<file path="src/rtl/jabber_sqe_guard.sv">
module jabber_sqe_guard #(
  parameter int SQE_CYC   = 25,
  parameter int JAB_CYC   = 500_000,
  parameter int QUIET_CYC = 6_250_000
) (
  input  logic clk,
  input  logic rst_n,
  input  logic tx_en,
  input  logic mode_10bt,
  output logic col,
  output logic tx_gate
);
  localparam int SW = $clog2(SQE_CYC + 1);
  localparam int JW = $clog2(JAB_CYC + 1);
  localparam int QW = $clog2(QUIET_CYC + 1);

  logic          tx_en_q;
  logic          jab;
  logic [SW-1:0] sqe_cnt;
  logic [JW-1:0] on_cnt;
  logic [QW-1:0] quiet_cnt;

  wire frame_end = tx_en_q & ~tx_en;
  wire sqe_busy  = (sqe_cnt != '0);

  always_ff @(posedge clk or negedge rst_n) begin
    if (!rst_n) tx_en_q <= 1'b0;
    else        tx_en_q <= tx_en;
  end

  always_ff @(posedge clk or negedge rst_n) begin
    if (!rst_n) begin
      jab       <= 1'b0;
      on_cnt    <= '0;
      quiet_cnt <= '0;
    end else if (!mode_10bt) begin
      jab       <= 1'b0;
      on_cnt    <= '0;
      quiet_cnt <= '0;
    end else if (!jab) begin
      quiet_cnt <= '0;
      if (!tx_en) on_cnt <= '0;
      else if (on_cnt == JW'(JAB_CYC)) begin
        jab    <= 1'b1;
        on_cnt <= '0;
      end else on_cnt <= on_cnt + JW'(1);
    end else begin
      on_cnt <= '0;
      if (tx_en) quiet_cnt <= '0;
      else if (quiet_cnt == QW'(QUIET_CYC)) begin
        jab       <= 1'b0;
        quiet_cnt <= '0;
      end else quiet_cnt <= quiet_cnt + QW'(1);
    end
  end

  always_ff @(posedge clk or negedge rst_n) begin
    if (!rst_n)                       sqe_cnt <= '0;
    else if (!mode_10bt)              sqe_cnt <= '0;
    else if (frame_end && !jab)       sqe_cnt <= SW'(SQE_CYC);
    else if (sqe_busy)                sqe_cnt <= sqe_cnt - SW'(1);
  end

  assign col     = mode_10bt & (jab | sqe_busy);
  assign tx_gate = ~(mode_10bt & jab);

  p_sqe_after_end_r2: assert property (@(posedge clk) disable iff (!rst_n)
    (mode_10bt && !jab && frame_end) |=> (col || !mode_10bt));

  p_trip_on_high_r4: assert property (@(posedge clk) disable iff (!rst_n)
    $rose(jab) |-> ($past(tx_en) && $past(mode_10bt)));

  p_lock_shows_r5: assert property (@(posedge clk) disable iff (!rst_n)
    (jab && mode_10bt) |-> (col && !tx_gate));

  p_release_on_low_r6: assert property (@(posedge clk) disable iff (!rst_n)
    ($fell(jab) && $past(mode_10bt)) |-> !$past(tx_en));

  p_mode_clear_r8: assert property (@(posedge clk) disable iff (!rst_n)
    !mode_10bt |=> (!jab && !sqe_busy));

  p_pulse_bound_r2: assert property (@(posedge clk) disable iff (!rst_n)
    sqe_cnt <= SW'(SQE_CYC));
endmodule

</file>
<file path="config.mk">
export PLATFORM = sky130hd
export DESIGN_NAME = jabber_sqe_guard
export DESIGN_NICKNAME = d
export VERILOG_FILES = /design/src/rtl/jabber_sqe_guard.sv
export SDC_FILE = /design/constraint.sdc
export NUM_CORES = 1
export LEC_CHECK = 0
export BUFFER_PORTS_ARGS = -buffer_cell sky130_fd_sc_hd__clkbuf_2
export CORE_MARGIN = 4
export CORE_UTILIZATION = 55
export CTS_CLUSTER_DIAMETER = 150
export DETAILED_ROUTE_END_ITERATION = 12
export GPL_TIMING_DRIVEN = 0
export PLACE_DENSITY = 0.69
export REMOVE_ABC_BUFFERS = 1
export SLEW_MARGIN = 5
export SYNTH_ARGS = -nofsm -noshare
export SYNTH_HDL_FRONTEND = slang
export SYNTH_SLANG_ARGS = --single-unit
</file>
<file path="constraint.sdc">
create_clock -name clk -period 3.7 [get_ports clk]
set_input_delay 0.37 -clock clk [delete_from_list [all_inputs] [get_ports clk]]
set_output_delay 0.37 -clock clk [all_outputs]
set_load 0.01 [all_outputs]
</file>
Word level (Yosys, flattened, before mapping). Cells that the tools add are included.

Register bits: 49. Bits in latches: 0. RAM bits: 0. ROM bits: 0. Input port bits: 4. Output and inout port bits: 2. Word-level logic and storage cells: 37. Memories: 0.

Add/sub/neg operators: 3. $mul: 0. Divide/modulo/power cells: 0. Order comparisons: 0. Equal/unequal tests: 3. Shifts and indexed selects: 0. Mux-type cells: 17. Bitwise gates (word level): 6. Reductions and logical operators: 3.

Operator list (number): $mux 23 (4); $mux 19 (4); $add 23x1->23 const B (1); $eq 23x23->1 const B (1); $add 19x1->19 const B (1); $eq 19x19->1 const B (1); $mux 5 (3); $mux 1 (6); $reduce_bool 5->1 (1); $sub 5x1->5 const B (1); $and 1x1->1 (3); $ne 3x1->1 const B (1); $not 1->1 (2); $logic_and 1x1->1 (1); $logic_not 1->1 (1); $or 1x1->1 (1).

Depth between registers and ports, before layout.
Depth in word-level cells: 5. Depth in mapped cells: 8. Gate-level depth less buffers: 6.

Least setup slack after synthesis. No wires, ideal clock.

Kind: reg2out. From: reg sqe_cnt[0]. To: out col. Arrival time: 1.671 ns. Setup slack: 1.659 ns. Cell stages (with the launch flop): 7. Buffers on the path: 1. Path through: dfrtp_1 inv_1 ha_1 or3b_2 or2_2 clkbuf_1 o21a_1.

Cells in the longest elaborated chain, start to end: 3.

RTL lines: start: declaration (line 19) `logic [SW-1:0] sqe_cnt;`; start signal: assignment (line 60) `else if (frame_end && !jab) sqe_cnt <= SW'(SQE_CYC);`; start signal: assignment (line 61) `else if (sqe_busy) sqe_cnt <= sqe_cnt - SW'(1);`; $reduce_bool 5->1 (line 24) `wire sqe_busy = (sqe_cnt != '0);`; $or 1x1->1 (line 64) `assign col = mode_10bt & (jab | sqe_busy);`; $and 1x1->1 (line 64); end: declaration (line 10) `output logic col,`.

Every way passes these cells.

Worst setup path after layout. Ends and elaborated chain as after synthesis.

==> flow_summary.toml <==
[worst_setup_path]
r2r_setup_slack_ps = 1460
endpoint_kind = "primary output"
timing.rr.end = "quiet_cnt[12]$_DFF_PN0_"
critPathLaunchType = "flip-flop"
critPathRequiredTime_ps = 3330
path_class = "flip-flop to primary output"
worst_ep_arrival_time_ps = 2070
crit_fanout = 6
r2r-start = "quiet_cnt[6]$_DFF_PN0_"
ff2ff_path_depth = 4

[global_routing]
grt_pass1_wl_um = 8110
grt_max_degree = 50
first_global_vias = 1763
antenna_found_initial = 0
grt_usage = 0.168
grt_remaining_overflow = 0

[finish]
area_growth_pct = 6.22
drive_gt1_frac = 0.0717
num_antenna_cells = 0
final_common_cell = "dfrtp_1"
final_cell_mix = "dfrtp_1, nor2_1, xor2_1"
regArea_um2 = 1230
fin_cells = 317
multi_input_area_um2 = 1230
num-fill-cells = 386
nNetsFinal = 274

[floorplanning]
pin_count = 6
rows = 24
dieArea_um2 = 5760
coreArea_um2 = 4410
die_h_um = 75.9
start_util = 0.575
die_x_um = 75.9

[sta]
slew_violations = 0
setup-violations-final = 0
skew_ps = 6.81
grt_setup_unrepaired = "false"
fin_setup_tns_ps = 0
fmax_ghz = 0.409
slew_headroom = 0.383
final_hold_viol_count = 0
min_period_ps = 2440
timing.final.crit_share = 0.660
layout_setup_ws_ps = 1260
worstMarginPinSlew_ps = 926

[pwr]
p_per_area_nw_per_um2 = 383
leakage_uw = 0.00106
ir_drop_mv = 0.163

[drt]
dr.pass1.iters = 4
postRouteAntennaNets = 0
routed_via_density = 5.85
wirelength_um = 4460
drc = 0
drtIter0Drc = 100
vias = 1853
wl_per_cell_um = 14.1

[clock_network]
clockBufferDepth = 2
cts_sinks = 49
cts_tree = "done"
clock_latency_ps = 300
numCtsBuffers = 5
postCtsSetupBuffers = 0
cts_root_buf = "clkbuf_8"
clk_pin_slew_worst_paths_ps = 80
h-tree-depth = 2
ctsResizeCount = 0

[worst_hold_path]
hold_path.class = "primary input to flip-flop"
hold_path_startpoint = "tx_en"
min_path_cells = 1
hold_path_end = "tx_en_q$_DFF_PN0_"

[placement]
detailedPlace.worstSlack_ps = 1490
place_congestion = 0.827
port-buffer-count = 5
dp_hpwl_um = 3000
placedCellCount = 308

[synth]
synth_cell_types = 38
syn_area_um2 = 2540
yosys_warnings = 0
synthCells = 262
synth_seq_area_share = 0.483
syn_area_per_cell_um2 = 9.68
synth-seq-cells = 49

[job]
maxCapViolCount = 0

[run_status]
outcome = "finished clean"
timing repair:
| item | CTS | global route |
|---|---|---|
| endpoints found under the hold margin | 0 | 15 |
| hold buffers | 0 | 1 |
| endpoints found under the setup margin | 0 | 0 |
per-stage QoR:
step,utilization,power [µW],hold slack [ps],instance area [µm²]
after floorplan,-,690,74.4,2480
after global routing,0.610,1100,213,2690
final,0.610,1030,226,2690
after detailed placement,0.584,729,497,2580
after CTS,0.603,1040,227,2660
after global placement,0.582,725,493,2570
final cells by class:
class,count,share of cell area
clock buffer,7,0.0320
tap,52,0.0242
inverter,9,0.0125
timing repair buffer,7,0.0204
sequential,49,0.455
multi-input combinational,193,0.456
cells by family (layout without fill, tap and decap cells):
logic type	count (synthesis)	in the layout	synth area share
buffers and inverters	20	23	0.0360
AND/OR/NAND/NOR	127	127	0.280
AO/OA/AOI/OAI	32	32	0.0760
adder cells (fa/ha/maj)	5	5	0.0247
XOR/XNOR	29	29	0.100
flip-flops	49	49	0.483
worst max path at each step:
stage | startpoint | endpoint
final | sqe_cnt[0]$_DFFE_PN0P_ | col
after global routing | sqe_cnt[0]$_DFFE_PN0P_ | col
after CTS | sqe_cnt[0]$_DFFE_PN0P_ | col
after detailed placement | quiet_cnt[0]$_DFF_PN0_ | quiet_cnt[12]$_DFF_PN0_
after global placement | quiet_cnt[0]$_DFF_PN0_ | quiet_cnt[9]$_DFF_PN0_
after floorplan | quiet_cnt[0]$_DFF_PN0_ | quiet_cnt[10]$_DFF_PN0_
per-layer routing:
layer | GRT usage | vias up | share of wire
met5 | 0 | - | 0
met4 | 0.0516 | 0 | 0.0043
li1 | - | 935 | -
met3 | 0.0450 | 2 | 0.034
met2 | 0.244 | 27 | 0.44
met1 | 0.244 | 889 | 0.52
critical path, cell delays in order (launching register included):
cell and delay (ps):
dfrtp_1 390, inv_1 90, ha_1 180, or3b_2 460, or2_2 350, o21a_1 180
clkbuf_2 120
cells in the mapped netlist:
master / instances / area, µm²
o31ai_2: 1 / 12.5
nand3_1: 15 / 75.1
buf_2: 4 / 20.0
dfrtp_1: 49 / 1230
nand2_1: 13 / 48.8
and2_1: 2 / 12.5
and4_2: 2 / 20.0
nand3b_1: 1 / 7.51
nor3b_1: 1 / 7.51
o21ai_0: 6 / 30.0
xnor2_1: 11 / 96.3
nor2_1: 35 / 131
and4_1: 7 / 61.3
ha_1: 5 / 62.6
nor2b_1: 2 / 12.5
nor3_1: 5 / 25.0
nor4_1: 3 / 18.8
or3b_2: 1 / 8.76
o22ai_1: 1 / 6.26
clkbuf_1: 4 / 15.0
nand2b_1: 2 / 12.5
nand4_2: 1 / 12.5
nor4bb_1: 2 / 20.0
and3_1: 4 / 25.0
a211oi_1: 1 / 7.51
inv_1: 9 / 33.8
o31ai_1: 5 / 37.5
nor4b_1: 2 / 17.5
o21a_1: 2 / 15.0
nand4_1: 15 / 93.8
a211o_1: 1 / 8.76
or2_2: 1 / 6.26
a21oi_1: 15 / 75.1
xor2_1: 18 / 158
or4b_2: 1 / 10.0
buf_4: 3 / 22.5
or3_1: 6 / 37.5
or4_1: 6 / 45.0
state kept, by name, indices dropped and copies added, names as in the netlist:
signal     cells
sqe_cnt        5
jab            1
on_cnt        19
tx_en_q        1
quiet_cnt     23
report_power, final:
part           switching [µW]  internal [µW]  total (µW)
Clock                     164            149         313
Combinational            74.9           70.0         145
Sequential               16.4            558         574
Total                     256            776        1030
Note: power is estimated with default switching activity, not from simulation.
